[src/rtl/wdt_pkg.sv]
package wdt_pkg;
    localparam logic [31:0] KEY_REFRESH_FIRST  = 32'h0000_A602;
    localparam logic [31:0] KEY_REFRESH_SECOND = 32'h0000_B480;
    localparam logic [31:0] KEY_UNLOCK_FIRST   = 32'h0000_C520;
    localparam logic [31:0] KEY_UNLOCK_SECOND  = 32'h0000_D928;

    localparam logic [3:0] OFS_CTRL  = 4'h0;
    localparam logic [3:0] OFS_COUNT = 4'h4;
    localparam logic [3:0] OFS_LIMIT = 4'h8;
    localparam logic [3:0] OFS_WIN   = 4'hC;

    typedef enum logic [1:0] {
        KS_IDLE,
        KS_WAIT_REFRESH,
        KS_WAIT_UNLOCK
    } key_state_e;
endpackage

[src/rtl/wdt_key_seq.sv]
module wdt_key_seq
    import wdt_pkg::*;
#(
    parameter int GAP_CYC = 16
) (
    input  logic        clk_i,
    input  logic        rst_ni,
    input  logic        wr_i,
    input  logic [31:0] data_i,
    output logic        refresh_o,
    output logic        unlock_o,
    output logic        error_o
);
    localparam int GW = $clog2(GAP_CYC + 1);

    typedef struct packed {
        key_state_e    st;
        logic [GW-1:0] gap;
    } ks_t;

    ks_t s_d, s_q;

    always_comb begin
        s_d       = s_q;
        refresh_o = 1'b0;
        unlock_o  = 1'b0;
        error_o   = 1'b0;
        unique case (s_q.st)
            KS_IDLE: begin
                if (wr_i) begin
                    s_d.gap = '0;
                    if (data_i == KEY_REFRESH_FIRST)     s_d.st = KS_WAIT_REFRESH;
                    else if (data_i == KEY_UNLOCK_FIRST) s_d.st = KS_WAIT_UNLOCK;
                    else                                 error_o = 1'b1;
                end
            end
            KS_WAIT_REFRESH, KS_WAIT_UNLOCK: begin
                if (wr_i) begin
                    s_d.st  = KS_IDLE;
                    s_d.gap = '0;
                    if (s_q.st == KS_WAIT_REFRESH && data_i == KEY_REFRESH_SECOND)
                        refresh_o = 1'b1;
                    else if (s_q.st == KS_WAIT_UNLOCK && data_i == KEY_UNLOCK_SECOND)
                        unlock_o = 1'b1;
                    else
                        error_o = 1'b1;
                end else if (s_q.gap == GW'(GAP_CYC - 1)) begin
                    // second word missed its slot
                    error_o = 1'b1;
                    s_d.st  = KS_IDLE;
                    s_d.gap = '0;
                end else begin
                    s_d.gap = s_q.gap + 1'b1;
                end
            end
            default: s_d.st = KS_IDLE;
        endcase
    end

    always_ff @(posedge clk_i or negedge rst_ni) begin
        if (!rst_ni) s_q <= '{st: KS_IDLE, gap: '0};
        else         s_q <= s_d;
    end
endmodule

[src/rtl/wdt_tick_sel.sv]
module wdt_tick_sel #(
    parameter int NSRC = 4,
    localparam int SW = $clog2(NSRC)
) (
    input  logic [NSRC-1:0] src_i,
    input  logic [SW-1:0]   sel_i,
    output logic            tick_o
);
    assign tick_o = src_i[sel_i];
endmodule

[src/rtl/wdt_rst_pulse.sv]
module wdt_rst_pulse #(
    parameter int LEN = 8
) (
    input  logic clk_i,
    input  logic rst_ni,
    input  logic trig_i,
    output logic rst_o
);
    localparam int LW = $clog2(LEN + 1);

    typedef struct packed {
        logic [LW-1:0] left;
    } rp_t;

    rp_t s_d, s_q;

    always_comb begin
        s_d = s_q;
        if (trig_i)              s_d.left = LW'(LEN);
        else if (s_q.left != '0) s_d.left = s_q.left - 1'b1;
    end

    always_ff @(posedge clk_i or negedge rst_ni) begin
        if (!rst_ni) s_q <= '{left: '0};
        else         s_q <= s_d;
    end

    assign rst_o = (s_q.left != '0);
endmodule

[src/rtl/keyed_wdt.sv]
module keyed_wdt
    import wdt_pkg::*;
#(
    parameter int CNT_W     = 16,
    parameter int LIMIT_RST = 16'hFFFF,
    parameter int OPEN_CYC  = 128,
    parameter int GAP_CYC   = 16,
    parameter int RST_LEN   = 8
) (
    input  logic        clk_i,
    input  logic        rst_ni,
    input  logic        wr_en_i,
    input  logic [3:0]  wr_addr_i,
    input  logic [3:0]  wr_be_i,
    input  logic [31:0] wr_data_i,
    input  logic [3:0]  rd_addr_i,
    output logic [31:0] rd_data_o,
    input  logic        tick_lpo_i,
    input  logic        tick_32k_i,
    input  logic        tick_ext_i,
    output logic        wdt_rst_o,
    output logic        wdt_flag_o
);
    localparam int OW = $clog2(OPEN_CYC + 1);

    typedef struct packed {
        logic             run;
        logic             upd;
        logic             flag;
        logic [1:0]       src;
        logic [CNT_W-1:0] cnt;
        logic [CNT_W-1:0] limit;
        logic [CNT_W-1:0] win;
        logic [OW-1:0]    open;
        logic             locked;
    } wdt_t;

    wdt_t s_d, s_q;

    logic             full_wr, key_wr, cfg_ok;
    logic             refresh, unlock, key_err, win_err, expire, rst_trig;
    logic             tick;
    logic [CNT_W-1:0] cnt_inc;

    assign full_wr = wr_en_i && (wr_be_i == 4'hF);
    assign key_wr  = full_wr && (wr_addr_i == OFS_COUNT);

    wdt_key_seq #(.GAP_CYC(GAP_CYC)) u_key (
        .clk_i     (clk_i),
        .rst_ni    (rst_ni),
        .wr_i      (key_wr),
        .data_i    (wr_data_i),
        .refresh_o (refresh),
        .unlock_o  (unlock),
        .error_o   (key_err)
    );

    wdt_tick_sel #(.NSRC(4)) u_tick (
        .src_i  ({tick_ext_i, tick_32k_i, tick_lpo_i, 1'b1}),
        .sel_i  (s_q.src),
        .tick_o (tick)
    );

    always_comb begin
        s_d     = s_q;
        cfg_ok  = (s_q.open != '0) && !s_q.locked;
        cnt_inc = s_q.cnt + 1'b1;
        expire  = 1'b0;
        win_err = refresh && (s_q.win != '0) && (s_q.cnt < s_q.win);

        // configuration window
        if (unlock)                s_d.open = OW'(OPEN_CYC);
        else if (s_q.open != '0)   s_d.open = s_q.open - 1'b1;

        // counter
        if (refresh && !win_err) begin
            s_d.cnt = '0;
        end else if (s_q.run && tick && (s_q.cnt < s_q.limit)) begin
            s_d.cnt = cnt_inc;
            expire  = (cnt_inc == s_q.limit);
        end

        // expiry flag: set dominates write-one-to-clear
        if (expire)
            s_d.flag = 1'b1;
        else if (wr_en_i && wr_addr_i == OFS_CTRL && wr_be_i[1] && wr_data_i[14])
            s_d.flag = 1'b0;

        // guarded configuration
        if (cfg_ok && wr_en_i) begin
            unique case (wr_addr_i)
                OFS_CTRL: begin
                    if (wr_be_i[0]) begin
                        s_d.run = wr_data_i[7];
                        s_d.upd = wr_data_i[5];
                        if (!wr_data_i[5]) s_d.locked = 1'b1;
                    end
                    if (wr_be_i[1]) s_d.src = wr_data_i[9:8];
                end
                OFS_LIMIT: if (full_wr) s_d.limit = wr_data_i[CNT_W-1:0];
                OFS_WIN:   if (full_wr) s_d.win   = wr_data_i[CNT_W-1:0];
                default: ;
            endcase
        end
    end

    always_ff @(posedge clk_i or negedge rst_ni) begin
        if (!rst_ni) begin
            s_q <= '{run: 1'b0, upd: 1'b1, flag: 1'b0, src: 2'd0, cnt: '0,
                     limit: CNT_W'(LIMIT_RST), win: '0, open: '0, locked: 1'b0};
        end else begin
            s_q <= s_d;
        end
    end

    assign rst_trig = expire || key_err || win_err;

    wdt_rst_pulse #(.LEN(RST_LEN)) u_pulse (
        .clk_i  (clk_i),
        .rst_ni (rst_ni),
        .trig_i (rst_trig),
        .rst_o  (wdt_rst_o)
    );

    always_comb begin
        unique case (rd_addr_i)
            OFS_CTRL:  rd_data_o = {16'h0, 1'b0, s_q.flag, 4'h0, s_q.src,
                                    s_q.run, 1'b0, s_q.upd, 5'h0};
            OFS_COUNT: rd_data_o = 32'(s_q.cnt);
            OFS_LIMIT: rd_data_o = 32'(s_q.limit);
            OFS_WIN:   rd_data_o = 32'(s_q.win);
            default:   rd_data_o = 32'h0;
        endcase
    end

    assign wdt_flag_o = s_q.flag;
endmodule

[config.mk]
export PLATFORM = sky130hd
export DESIGN_NAME = keyed_wdt
export DESIGN_NICKNAME = d
export VERILOG_FILES = /design/src/rtl/wdt_pkg.sv /design/src/rtl/wdt_key_seq.sv /design/src/rtl/wdt_tick_sel.sv /design/src/rtl/wdt_rst_pulse.sv /design/src/rtl/keyed_wdt.sv
export SDC_FILE = /design/constraint.sdc
export NUM_CORES = 1
export LEC_CHECK = 0
export ABC_AREA = 1
export BUFFER_PORTS_ARGS = -buffer_cell sky130_fd_sc_hd__buf_4
export CAP_MARGIN = 15
export CORE_MARGIN = 1.5
export CORE_UTILIZATION = 40
export CTS_CLUSTER_DIAMETER = 80
export DETAILED_ROUTE_END_ITERATION = 10
export PLACE_DENSITY_LB_ADDON = 0.2
export SYNTH_ARGS = -nofsm -noshare
export SYNTH_HDL_FRONTEND = slang
export SYNTH_HIERARCHICAL = 1
export SYNTH_SLANG_ARGS = --single-unit
[constraint.sdc]
create_clock -name clk_i -period 2.1 [get_ports clk_i]
set_input_delay 0.105 -clock clk_i [delete_from_list [all_inputs] [get_ports clk_i]]
set_output_delay 0.105 -clock clk_i [all_outputs]
set_load 0.05 [all_outputs]
==> results of run 1 <==
-- layout by cell type (no fill, tap or decap), types with 3 or more instances in the layout --
cell type  netlist  layout
nand2_2          4       6
clkbuf_1         3       3
buf_12           0       4
o221ai_1        11      11
inv_2           16      16
nor4_1           5       4
nor3_1          13      13
nor2_2           8      10
o21ai_0         52      51
dfrtp_1         56      55
nand4_1         13      13
conb_1           2      17
o21ai_2         12      12
a21oi_1         21      21
clkbuf_16        0       9
buf_4           16     145
inv_1          141     140
nor2_1          67      64
nand2_1        249     247
dfstp_2         17      17
o2111ai_1        5       5
o21ai_1          5       6
nand3_1         42      40
ha_1            40      39
nor2_4           4       5
nand3_2          6       8
-- cells in the mapped netlist (all sizes together) --
cell type	instances	share of area [%]
a21boi	1	0.13
a21oi	23	2.4
and2	2	0.22
and3	3	0.33
buf	24	3.0
clkbuf	3	0.20
conb	2	0.13
dfrtp	56	25
dfstp	17	7.8
ha	40	8.8
inv	157	10
nand2	253	17
nand3	48	4.7
nand3b	2	0.26
nand4	14	1.6
nor2	79	6.1
nor3	14	1.3
nor3b	1	0.13
nor4	5	0.55
o2111ai	5	0.77
o21a	1	0.13
o21ai	69	6.9
o21bai	2	0.26
o221ai	11	1.7
o31ai	1	0.13
xnor2	1	0.15
xor2	2	0.31
-- registers in the layout (all words and copies together), names as in the netlist --
signal and cells:
wdt_flag_o 1, u_key/s_q 7, s_q 61, u_pulse/s_q 4
-- layer usage --
metal / up-vias / wire length [um] / track usage [%]
met1: 2515 / 7970 / 33.3
met5: - / 0 / 0
met3: 21 / 760 / 2.60
met2: 145 / 7090 / 35.7
li1: 2931 / - / -
met4: 0 / 348 / 8.94
-- final timing paths --
check / to / slack [ns] / start
worst max register to register: u_pulse/s_q[1] / -0.10 / u_key/s_q[6]
worst max-delay path: u_pulse/s_q[1] / -0.10 / u_key/s_q[6]
worst min-delay path: s_q[31] / 0.03 / wr_data_i[6]
max in group asynchronous: s_q[40] / 1.21 / rst_ni
worst min register to register: s_q[26] / 0.49 / s_q[26]
min in group asynchronous: s_q[44] / 0.24 / rst_ni
-- what timing repair did --
action / in CTS / in global routing
buffers inserted: 2 / 2
endpoints found under the hold margin: 23 / 0
cloned: 0 / 0
setup endpoints to repair: 21 / 21
hold buffers: 2 / 0
resized for setup: 4 / 9
pin swaps: 13 / 9
-- kinds of logic (layout without fill, tap and decap cells) --
| group | count (synthesis) | count (layout) | share of synthesized area [%] |
|---|---|---|---|
| AO/OA/AOI/OAI | 113 | 113 | 12.4 |
| AND/OR/NAND/NOR | 421 | 421 | 32.2 |
| adder cells (fa/ha/maj) | 40 | 40 | 8.79 |
| other | 2 | 17 | 0.132 |
| buffers and inverters | 184 | 326 | 13.6 |
| flip-flops | 73 | 73 | 32.5 |
| XOR/XNOR | 3 | 3 | 0.462 |
-- per-stage QoR --
step           TNS, ns  setup slack (ns)  hold slack (ns)
4_1_cts          -1.45            -0.123           0.0152
2_1_floorplan   -0.321            -0.118           -0.191
6_report         -1.00            -0.102           0.0264
3_5_place_dp     -2.36            -0.150           0.0706
5_1_grt          -5.87            -0.323           0.0378
3_3_place_gp     -1.64            -0.105           0.0738
-- power groups by stage --
stage               Combinational [mW]  Clock (mW)  Sequential [mW]
floorplan                        0.409           0             1.51
global placement                 0.613           0             1.51
detailed placement               0.619           0             1.51
CTS                              0.622        1.64             1.49
global route                     0.681        1.68             1.50
finish                           0.616        1.61             1.49
-- cell type report --
cell class,count,area [um2],area share [%]
clock buffer,14,264,3.59
timing repair buffer,153,1210,16.5
clock inverter,2,37.5,0.510
tap,180,225,3.06
inverter,157,592,8.04
multi-input combinational,594,3180,43.2
sequential,73,1850,25.1
-- worst max-delay path, cell delays in order (launching register included) --
cell and delay, ns:
dfrtp_1 0.39, inv_2 0.08, ha_4 0.11, and3_4 0.16, nand3_2 0.06, nor2_2 0.10
nand2_2 0.08, nor2_4 0.11, nand3b_1 0.08, nor2_1 0.10, nand2_1 0.07, nor2_2 0.11
nand2_2 0.09, a21oi_4 0.17, nand3_2 0.11, nand2_2 0.10, inv_4 0.05, nand3b_1 0.07
nand2_1 0.05
==> key figures, run 1 <==
Finish
  – Final instance area: 7360 um2
  – Fin util: 53.0%
  – Final instance count without filler cells: between 1k and 1.5k
  – Layout cells sized above 1: about a quarter
  – Fill cells: 1421
  – # nets final: between 1k and 1.5k
  – Area Growth Syn to Fin: 29.3%
  – ANT cells: 0

STA
  – Slew HR: between 60% and 70%
  – Slew Viols, Final: 0
  – Setup violators final: 21
  – Unrepaired setup endpoints after global routing: true
  – Max Clock Freq: 454 MHz
  – Clk_skew: approximately 0.0075 ns
  – Final worst slack: -0.102 ns
  – Slew @ Worst Pin: 0.588 ns
  – Final Cycle Share: 105%
  – Final-report hold violation count: 0
  – Min Clock Period, post-route: 2.20 ns

Drt
  – Initial DRC Count: between 300 and 400
  – Via Count: 5612
  – WL final: 16.2 mm
  – Detail Route Antenna Nets: 0
  – WL per Instance: 13.8 um
  – Drt via density: 4.78
  – Residual DRC count: 0
  – DRT Pass-1 Iters: 7

Power
  – P_int: 2.66 mW
  – Sw Pwr: 1.05 mW
  – Leakage: slightly below 4 nW
  – Sw frac: between 20% and 30%
  – Final Power: 3.72 mW
  – VDD IR max: 0.000348 V
  – Register share of total power: 40.1%
  – Logic pwr share: between 10% and 20%
  – Power density over the cells: 505 nW/um2
  – Clock power frac: 43.3%

Logic synthesis
  – Post-Syn Instances: 836
  – Distinct cells, synth: 39
  – Synth Register Bits: 73
  – Sequential fraction of the synthesis area: between 30% and 40%
  – Syn avg cell area: 6.81 um2
  – Cell Area, Synth: between 5000 and 6000 um2
  – Synth warnings: 6

Global routing
  – Gr usage total: 23.2%
  – Vias in the first global route: between 5k and 6k
  – First-pass GRT wire length: 26.4 mm
  – Largest net degree at the start of global routing: 44
  – Initial antenna violation count: 0
  – Global route overflow: 0

Clocking
  – Total CTS buffers: 9
  – Worst-path clk slew: 0.06 ns
  – Root buf cell: clkbuf_16
  – Sinks on the clock net: 73
  – H-tree depth: 3
  – CTS tree: built
  – Clock Latency Late Sink: ~0.35 ns
  – Clk buf depth: 2

Critical path
  – Crit path DAT: 2.44 ns
  – Crit Path Max Fanout: 6
  – Reg2Reg Depth: 18
  – Worst Path Required: between 2 and 2.5 ns
  – Critical path type: register to register
  – CP endpoint kind: register
  – Crit start category: register

Place
  – Global placement routability congestion: 0.869
  – IO buf count: 67
  – Dpl hpwl: 12.8 mm
  – Placed cells: around 1.2k
  – Area post-placement: about 7000 um2

Hold path
  – Hold Path Class: primary input to register
  – Hold Crit Depth: 3

Floorplan
  – Die span in x: 122 um
  – Row count: 43
  – Die Footprint: 15000 um2
  – I/O pins: 84
  – Core footprint: 13900 um2
  – Die Height: 122 um
  – Starting density of the core: 41.0%

Status
  – Failing checks: negative setup slack
  – Outcome: finished with violations

Run
  – Max Cap Viol: 0
Note: power is estimated with default switching activity, not from simulation.
==> run 2: changes to the inputs <==
Settings changed: SETUP_SLACK_MARGIN set to 0.2.
==> run 2 against run 1 <==
  * The run still ends with negative setup slack left
  * Total power shrank 0.44%
  * Maximum frequency grew 1.4%
  * Worst hold slack gained 0.0053 ns
  * Clock-buffer cell count shrank 4
  * Cell area grew 3.8%
  * Highest routed layer unchanged
  * Clock power is essentially flat
  * Largest power group unchanged
==> key figures, run 2 (same netlist as run 1, synthesis figures left out) <==
Critical path
  – CP top delay family: simple AND/OR/NAND/NOR gates (unchanged)
  – WP buf/inv: 2 (unchanged)
  – Crit path DAT: 2.41 ns (was 2.44 ns)
  – Critical path type: register to register (unchanged)
  – CP endpoint kind: register (unchanged)
  – Max incr delay on CP: 0.38 ns (was 0.39 ns)
  – Crit Path Max Fanout: 6 (unchanged)
  – Crit start category: register (unchanged)
  – CP dominant cell by count: nand2_2 (unchanged)
  – Critical path cell sequence: inv_2 -> ha_4 -> and3_4 -> nand3_2 -> nor2_2 -> nand2_2 -> nor2_4 -> nand3b_1 -> nor2_1 -> nand2_1 -> nor2_2 -> nand2_2 -> a21oi_4 -> nand3_2 -> nand2_2 -> inv_2 -> nand4_1 -> nand2_1 (was inv_2 -> ha_4 -> and3_4 -> nand3_2 -> nor2_2 -> nand2_2 -> nor2_4 -> nand3b_1 -> nor2_1 -> nand2_1 -> nor2_2 -> nand2_2 -> a21oi_4 -> nand3_2 -> nand2_2 -> inv_4 -> nand3b_1 -> nand2_1)
  – Slowest stage cell, crit path: dfrtp_1 (unchanged)
  – Worst Path Required: 2.34 ns (was 2.33 ns)

Global routing
  – GRT Max-Usage Layer: met2 (unchanged)
  – First-pass GRT wire length: 27.5 mm (was 26.4 mm)
  – Global-route track usage on met3: 5.30% (was 2.60%)
  – Met2 track demand over resource: 37.7% (was 35.7%)
  – Largest net degree at the start of global routing: 45 (was 44)
  – Initial antenna violation count: 0 (unchanged)
  – Met1 Usage GRT: 33.7% (was 33.3%)
  – Vias in the first global route: 5435 (was 5205)
  – Global route overflow: 0 (unchanged)
  – Gr usage total: 24.0% (was 23.2%)

Place
  – Placed cells: 1158 (was 1152)
  – Global placement routability congestion: 0.905 (was 0.869)
  – Dpl hpwl: 12.9 mm (was 12.8 mm)
  – IO buf count: 67 (unchanged)

Floorplan
  – Core footprint: 13900 um2 (unchanged)
  – Die span in x: 122 um (unchanged)
  – Starting density of the core: 41.0% (unchanged)
  – Die Footprint: 15000 um2 (unchanged)
  – I/O pins: 84 (unchanged)
  – Die Height: 122 um (unchanged)
  – Row count: 43 (unchanged)

Power
  – VDD IR max: 0.000482 V (was 0.000348 V)
  – Power density over the cells: 484 nW/um2 (was 505 nW/um2)
  – Leakage: 4.19 nW (was 3.92 nW)

STA
  – Max Clock Freq: 461 MHz (was 454 MHz)
  – Slew HR: 57.3% (was 60.7%)
  – Setup TNS: -1.06 ns (was -1.00 ns)
  – Final-report hold violation count: 0 (unchanged)
  – Min Clock Period, post-route: 2.17 ns (was 2.20 ns)
  – Slew @ Worst Pin: 0.640 ns (was 0.588 ns)
  – Clk_skew: 0.00619 ns (was 0.00748 ns)
  – Setup violators final: 20 (was 21)
  – Slew Viols, Final: 0 (unchanged)
  – Final Cycle Share: 103% (was 105%)
  – Final worst slack: -0.0701 ns (was -0.102 ns)
  – Unrepaired setup endpoints after global routing: true (unchanged)

Status
  – Failing checks: negative setup slack (unchanged)
  – Outcome: finished with violations (unchanged)

Finish
  – Top flop regs: s_q (61), u_key/s_q (7), u_pulse/s_q (4) (unchanged)
  – # nets final: 1093 (was 1078)
  – Most frequent cells in the layout: nand2_1 (228), buf_4 (159), inv_1 (140), nor2_1 (63), dfrtp_1 (52) (was nand2_1 (247), buf_4 (145), inv_1 (140), nor2_1 (64), dfrtp_1 (55))
  – Area Growth Syn to Fin: 34.2% (was 29.3%)
  – Commonest non-fill, non-tap cell in the layout: nand2_1 (unchanged)
  – Top reg by flops: s_q (unchanged)
  – Fill cells: 1364 (was 1421)
  – Final instance count without filler cells: 1188 (was 1173)
  – Largest register FFs: 61 (unchanged)
  – Layout cells sized above 1: 28.9% (was 24.9%)
  – ANT cells: 0 (unchanged)

Drt
  – Via Count: 5758 (was 5612)
  – WL final: 16.7 mm (was 16.2 mm)
  – Residual DRC count: 0 (unchanged)
  – WL per Instance: 14.1 um (was 13.8 um)
  – Detail Route Antenna Nets: 0 (unchanged)
  – DRT Pass-1 Iters: 6 (was 7)
  – Initial DRC Count: 329 (was 306)
  – Drt via density: 4.85 (was 4.78)

Clocking
  – Root buf cell: clkbuf_16 (unchanged)
  – Clock Latency Late Sink: 0.35 ns (about the same)
  – CTS tree: built (unchanged)
  – H-tree depth: 3 (unchanged)
  – Sinks on the clock net: 73 (unchanged)
  – Worst-path clk slew: 0.06 ns (about the same)
  – Total CTS buffers: 9 (unchanged)
  – Clk buf depth: 2 (unchanged)

Hold path
  – Hold Path Class: primary input to register (unchanged)

Run
  – Max Cap Viol: 0 (unchanged)
-- run 2: changes by cell type in the layout (fill, tap and decap cells not counted), sizes merged --
cell and change:
inv +1, clkinv +2, buf +15, clkinvlp +1, clkbuf -4
-- run 2: area by class of cell --
class	instances	area, um2	area share [%]
flip-flops and latches	73	1850	24.3
clock buffers	10	229	3.00
repair buffers	168	1360	17.8
clock inverters	6	67.6	0.885
multi-input cells	594	3310	43.4
well taps	180	225	2.95
inverters	157	589	7.71
-- run 2: layer usage --
layer | share of wire (%) | vias up
met5 | 0 | -
met4 | 1.8 | 0
met3 | 5.1 | 19
met2 | 45 | 159
met1 | 49 | 2618
li1 | - | 2962
-- run 2: power by group --
part / internal [mW] / switching [mW] / total (mW) / leakage, nW
logic: 0.225 / 0.406 / 0.631 / 3.19
clock network: 0.925 / 0.654 / 1.58 / 0.139
registers: 1.46 / 0.0339 / 1.49 / 0.865
-- run 2: worst paths after layout --
check | cells after the start | to | slack [ns] | startpoint
hold reg to reg | 2 | s_q[26] | 0.50 | s_q[26]
hold / removal | 3 | s_q[25] | 0.03 | wr_data_i[0]
max in group asynchronous | 3 | s_q[60] | 1.14 | rst_ni
setup reg to reg | 18 | u_pulse/s_q[0] | -0.07 | u_key/s_q[6]
min in group asynchronous | 2 | s_q[44] | 0.31 | rst_ni
setup / recovery | 18 | u_pulse/s_q[0] | -0.07 | u_key/s_q[6]
-- run 2: per-stage QoR --
step / hold WS, ns / cell area [um2] / utilization (%) / setup WS (ns) / power (mW)
detailed placement: 0.169 / 7040 / 50.7 / -0.155 / 2.14
finish: 0.0317 / 7640 / 55.0 / -0.0701 / 3.70
CTS: 0.0192 / 7610 / 54.8 / -0.0933 / 3.73
global route: 0.0313 / 7640 / 55.0 / -0.239 / 3.86
global placement: 0.168 / 7040 / 50.7 / -0.0983 / 2.13
floorplan: -0.191 / 5790 / - / -0.118 / 1.92
-- run 2: worst min-delay path: stages --
cell and delay (ns):
buf_4 0.12, inv_1 0.06, o21ai_0 0.08
-- run 2: timing repair --
action                                 in CTS  in global routing
hold buffers                                2                  0
gates cloned                                2                  0
resized for setup                          42                  9
endpoints found under the hold margin      34                  0
setup endpoints to repair                  27                 28
buffers inserted                            8                  2
pin swaps                                  12                  7
